`config.mk`:
```
export PLATFORM = sky130hd
export DESIGN_NAME = initclk_switch
export DESIGN_NICKNAME = d
export VERILOG_FILES = /design/src/rtl/initclk_pkg.sv /design/src/rtl/icd_divider.sv /design/src/rtl/icd_run_reg.sv /design/src/rtl/icd_en_mux.sv /design/src/rtl/initclk_switch.sv
export SDC_FILE = /design/constraint.sdc
export NUM_CORES = 1
export LEC_CHECK = 0
export ABC_AREA = 1
export BUFFER_PORTS_ARGS = -buffer_cell sky130_fd_sc_hd__buf_4
export CORE_AREA = 4 4 41 43
export DETAILED_ROUTE_END_ITERATION = 10
export DIE_AREA = 0 0 45 47
export SYNTH_ARGS = -nofsm -noshare
export SYNTH_HDL_FRONTEND = slang
export SYNTH_SLANG_ARGS = --single-unit
export TNS_END_PERCENT = 30
```
`constraint.sdc`:
```
create_clock -name clk -period 1.3 [get_ports clk]
set_input_delay 0.26 -clock clk [delete_from_list [all_inputs] [get_ports clk]]
set_output_delay 0.26 -clock clk [all_outputs]
set_load 0.1 [all_outputs]
```
`src/rtl/initclk_pkg.sv`:
```
// Package initclk_pkg
// Shared types for the initialization rate switch.
// Assumes: the divider stage count is chosen by the top-level parameter.
package initclk_pkg;

    // Pacing phase of the switch; it only ever moves from slow to fast.
    typedef enum logic {
        MODE_SLOW = 1'b0,
        MODE_FAST = 1'b1
    } pace_mode_t;

    // Setting codes for div_sel when two stages are built.
    localparam logic SEL_DIV2 = 1'b0;
    localparam logic SEL_DIV4 = 1'b1;

endpackage

```
`src/rtl/icd_divider.sv`:
```
// Module icd_divider
// A chain of STAGES toggle flops. Stage i toggles when every lower stage is 1,
// so the chain counts the fast-clock edges since reset. The divide setting is
// captured while reset is low. tick is high in the last cycle of each divided
// period: divide by 2^(setting+1), and settings above STAGES-1 are clamped.
// Assumes: hold stays high once the fast phase starts, which freezes the chain.
module icd_divider #(
    parameter int STAGES = 2,
    parameter int SEL_W  = 1
) (
    input  logic             clk,
    input  logic             rst_n,
    input  logic [SEL_W-1:0] div_sel,
    input  logic             hold,
    output logic             tick
);

    localparam int TOP_SEL = STAGES - 1;

    logic [SEL_W-1:0]  sel_q;
    logic [STAGES-1:0] stage_q;
    logic [STAGES:0]   carry;
    logic [STAGES-1:0] used_mask;
    logic [SEL_W-1:0]  sel_eff;

    // Capture the divide setting only while reset is held.
    always_ff @(posedge clk) begin
        if (!rst_n) begin
            sel_q <= div_sel;
        end
    end

    assign carry[0] = 1'b1;

    genvar gi;
    generate
        for (gi = 0; gi < STAGES; gi++) begin : g_stage
            logic bit_q;

            // Toggle this stage when all lower stages are set.
            always_ff @(posedge clk) begin
                if (!rst_n) begin
                    bit_q <= 1'b0;
                end else if (!hold && carry[gi]) begin
                    bit_q <= ~bit_q;
                end
            end

            assign stage_q[gi]  = bit_q;
            assign carry[gi+1]  = carry[gi] & bit_q;
        end
    endgenerate

    // Clamp the setting to the number of stages that exist.
    always_comb begin
        if (int'(sel_q) > TOP_SEL) begin
            sel_eff = SEL_W'(TOP_SEL);
        end else begin
            sel_eff = sel_q;
        end
    end

    // Mark which stages take part in the selected ratio.
    always_comb begin
        for (int j = 0; j < STAGES; j++) begin
            used_mask[j] = (j <= int'(sel_eff));
        end
    end

    // Tick when every stage in use is set.
    assign tick = &(stage_q | ~used_mask);

endmodule

```
`src/rtl/icd_run_reg.sv`:
```
// Module icd_run_reg
// Registers the run request into a sticky phase flag. The request takes effect
// one edge after it is sampled, and nothing but reset returns the flag to slow.
// Assumes: run_req is produced in the same clock domain on a rising edge.
module icd_run_reg
    import initclk_pkg::*;
(
    input  logic clk,
    input  logic rst_n,
    input  logic run_req,
    output logic fast
);

    pace_mode_t mode_q;

    // One-way move from slow to fast on a sampled request.
    always_ff @(posedge clk) begin
        if (!rst_n) begin
            mode_q <= MODE_SLOW;
        end else if (run_req) begin
            mode_q <= MODE_FAST;
        end
    end

    assign fast = (mode_q == MODE_FAST);

endmodule

```
`src/rtl/icd_en_mux.sv`:
```
// Module icd_en_mux
// Selects the enable source: the divider tick in the slow phase, and a constant
// high in the fast phase.
// Assumes: both inputs come straight from registers, so the select is glitch-safe.
module icd_en_mux (
    input  logic fast,
    input  logic tick,
    output logic clk_en
);

    // Choose the enable source from the registered phase.
    always_comb begin
        if (fast) begin
            clk_en = 1'b1;
        end else begin
            clk_en = tick;
        end
    end

endmodule

```
`src/rtl/initclk_switch.sv`:
```
// Module initclk_switch
// Top of the initialization rate switch. A divided enable paces the cipher core
// during initialization. A registered run request moves the core to an enable
// that is high every cycle.
// Assumes: a single fast clock; div_sel is static outside reset.
module initclk_switch #(
    parameter int STAGES = 2,
    parameter int SEL_W  = (STAGES > 1) ? $clog2(STAGES) : 1
) (
    input  logic             clk,
    input  logic             rst_n,
    input  logic [SEL_W-1:0] div_sel,
    input  logic             run_req,
    output logic             clk_en
);

    logic fast_q;
    logic div_tick;

    icd_run_reg u_run (
        .clk     (clk),
        .rst_n   (rst_n),
        .run_req (run_req),
        .fast    (fast_q)
    );

    icd_divider #(
        .STAGES (STAGES),
        .SEL_W  (SEL_W)
    ) u_div (
        .clk     (clk),
        .rst_n   (rst_n),
        .div_sel (div_sel),
        .hold    (fast_q),
        .tick    (div_tick)
    );

    icd_en_mux u_mux (
        .fast   (fast_q),
        .tick   (div_tick),
        .clk_en (clk_en)
    );

endmodule

```
==> results list <==
- Result of the run: completed
- The library cell used most frequently in the layout, excluding fill and tap cells, is nor2_1.
- Hold-critical path depth: 1
- Cells with a size suffix above 1 make up 33.3% of the layout.
* Worst-path cell chain: o21ai_1, nand2_2, buf_12
* Root buffer selected by CTS: clkbuf_4
- The netlist uses 9 different library cells.
* First DRT Iteration DRCs: 0
- Of the synthesized area, sequential elements account for 60.0%.
- Largest stage delay on the critical path: ~380 ps
- Synthesized netlist net count: 23
* Post-synthesis area per instance: between 7 and 8 sq um
- For the pin with the worst max-slew slack, the measured transition is approximately 150 ps.
- # port buffers: 4
- Adding up every negative setup slack in the final design gives 0 ps.
- For this block, the via count after detailed routing is 139.
- First-pass GRT wire length: 469 microns
* Share of the synthesized area in the top cell type: 40.0%
- Nets@finish: 32
* Power density of the placed cells: 1610 nW/um^2
* Overall global routing resource usage: 4.11%
- TritonCTS created 3 clock buffers.
* CP arrival: 960 ps
* Final hold violation count: 0
- Entering global routing, the biggest net connects 6 pins.
* Detail Route Antenna Nets: 0
- CTS tree: done
- STA classifies the critical path endpoint as a primary output.
- Die Width: 45 microns
* Start of the worst register-to-register path: u_run.fast
- Summed over all layers, the global routing overflow is 0.
* Largest area contributor in the synthesized netlist: dfxtp_1
- The tightest min-delay check is of the in2reg type.
* Setup violations, final: 0
- Critical Path RT: ~1000 ps
- The critical path crosses 3 cells after its start point.
- Min-Delay Startpoint: div_sel
* Clock-pin slew of the registers on the worst-case setup and hold paths: 40 ps
- The largest individual stage delay along the critical path comes from the cell dfxtp_1.
- For the final database, setup skew stands at 5.76 ps.
- The number of buffers and inverters on the critical path is 1.
* Commonest cells after routing, fill and taps aside: nor2_1 (5), nand2_1 (3), clkbuf_4 (3), buf_4 (3), dfxtp_1 (3)
- Static leakage: 0.113 nW
* Routed WL: 260 microns
* CP max FO: 5
* Clock tree sinks: 4
* Routed length per instance: 6.19 microns
* Worst-Skew Late Latency: between 200 and 250 ps
- The worst setup path is launched from a register.
* Area of the mapped netlist: 150 sq um
- Number of cells on the worst reg-to-reg path: 3
- Number of maximum-capacitance constraint violations: 0
* VDD IR max: ~360 uV
- After synthesis, the cell types taking the most area are dfxtp_1 (40%), edfxtp_1 (20%), nor2_1 (13%), nand2_1 (10%), inv_1 (5.0%).
- The die is 47 microns tall.
- Static timing analysis puts the maximum clock frequency at roughly 800 MHz.
* Area added between synthesis and finish: 60.0%
- Count of boundary I/O pins: 5
* Max clock buf depth: 2
- The core region is 1300 sq um.
- Dpl cells: 38
- For hold timing, the worst endpoint is u_div.sel_eff.
- Standard-cell rows: 13
- Finished Layout Cells: 42
- Cts-stage hold buffer count: 0
* Final max-slew violation count: 0
- The initial antenna violation count is 0.
* DRC: 0
- The routed design could run at a clock period as short as 1220 ps.
- The die covers 2120 sq um.
* Critical path class: reg2out
- Vias per std cell: 3.31
- For this configuration, the core starts out at a cell density of 11.5%.
- Rel. slew slack: about 90%
- 0 antenna diodes ended up in the layout.
* Gp weighted congestion: 0.654
- Counting flops and latches in the post-synthesis netlist gives 4.
* FF-to-FF setup slack: ~610 ps
* H-tree levels: 1
- Setup repair after global routing left no endpoint under its margin.
* HPWL after detailed placement: 209 microns
- Synthesis produced 19 cells.
- Count of warnings emitted by yosys: 0
- The kind of cell with the highest combined delay along the critical path is flip-flops.
- The via count of the first global-routing pass is 123.
- DRT Pass-1 Iters: 1
- Post-route clock period utilization: a little over nine tenths
* Reg2reg end: u_div.g_stage[1].bit_q
[stage by stage]
stage | hold WS (ps) | area (sq um) | total power, mW | util, % | worst slack, ps
3_5_place_dp | 442 | 201 | 0.209 | 15.5 | 204
3_3_place_gp | 441 | 201 | 0.209 | 15.5 | 205
6_report | 202 | 240 | 0.386 | 18.5 | 77.5
2_1_floorplan | 359 | 153 | 0.193 | - | 183
5_1_grt | 191 | 240 | 0.412 | 18.5 | 6.60
4_1_cts | 194 | 231 | 0.385 | 17.8 | 5.81
[final cells by class]
type / instances / area, sq um
Multi-Input combinational cell: 12 / 51.3
Timing Repair Buffer: 4 / 42.5
Tap cell: 15 / 18.8
Clock buffer: 4 / 26.3
Sequential cell: 4 / 90.1
Inverter: 3 / 11.3
Fill cell: 153 / 1060
[kinds of logic (layout without fill, tap and decap cells)]
family | Yosys count | after routing | synth area share, %
AND/OR/NAND/NOR | 10 | 10 | 25.8
flip-flops | 4 | 4 | 60.0
buffers and inverters | 3 | 11 | 7.50
AO/OA/AOI/OAI | 2 | 2 | 6.66
[worst reg2reg max path, cell delays in order (launching register included)]
cell	delay, ps
dfxtp_1	330
inv_2	60
a21oi_1	120
nor2_1	60
[registers in the layout, summed over array words and instances, names as in the netlist]
register / count
u_run.fast: 1
u_div.sel_eff: 1
u_div.g_stage.bit_q: 2
[cells in the mapped netlist, drive strengths merged]
cell / count
nand3: 1
o21ai: 1
a21oi: 1
edfxtp: 1
inv: 3
dfxtp: 3
nor2: 5
nand2: 4
[how the worst max path moves through the flow]
stage / to / slack, ps / startpoint
after floorplan: clk_en / 180 / u_div.sel_eff
after global placement: clk_en / 200 / u_div.g_stage[0].bit_q
after detailed placement: clk_en / 200 / u_div.g_stage[0].bit_q
after CTS: clk_en / 6 / u_div.g_stage[0].bit_q
after global routing: clk_en / 7 / u_div.sel_eff
final: clk_en / 80 / u_div.g_stage[0].bit_q
[power breakdown]
group,switching [mW],internal (mW)
Clock,0.0518,0.115
Combinational,0.0437,0.0283
Sequential,0.00735,0.139
[per-layer routing]
| layer | up-vias | track usage (%) | share of wire [%] |
|---|---|---|---|
| met1 | 59 | 2.73 | 44 |
| met5 | - | 0 | 0 |
| met4 | 0 | 8.77 | 3.1 |
| met3 | 2 | 3.45 | 10 |
| met2 | 3 | 4.52 | 42 |
| li1 | 75 | - | - |
[repair_timing]
item                       4_1_cts  5_1_grt
buffers inserted                 0        0
setup endpoints to repair        1        1
resized for setup                1        3
No activity file was read; power rests on OpenSTA's default activity.
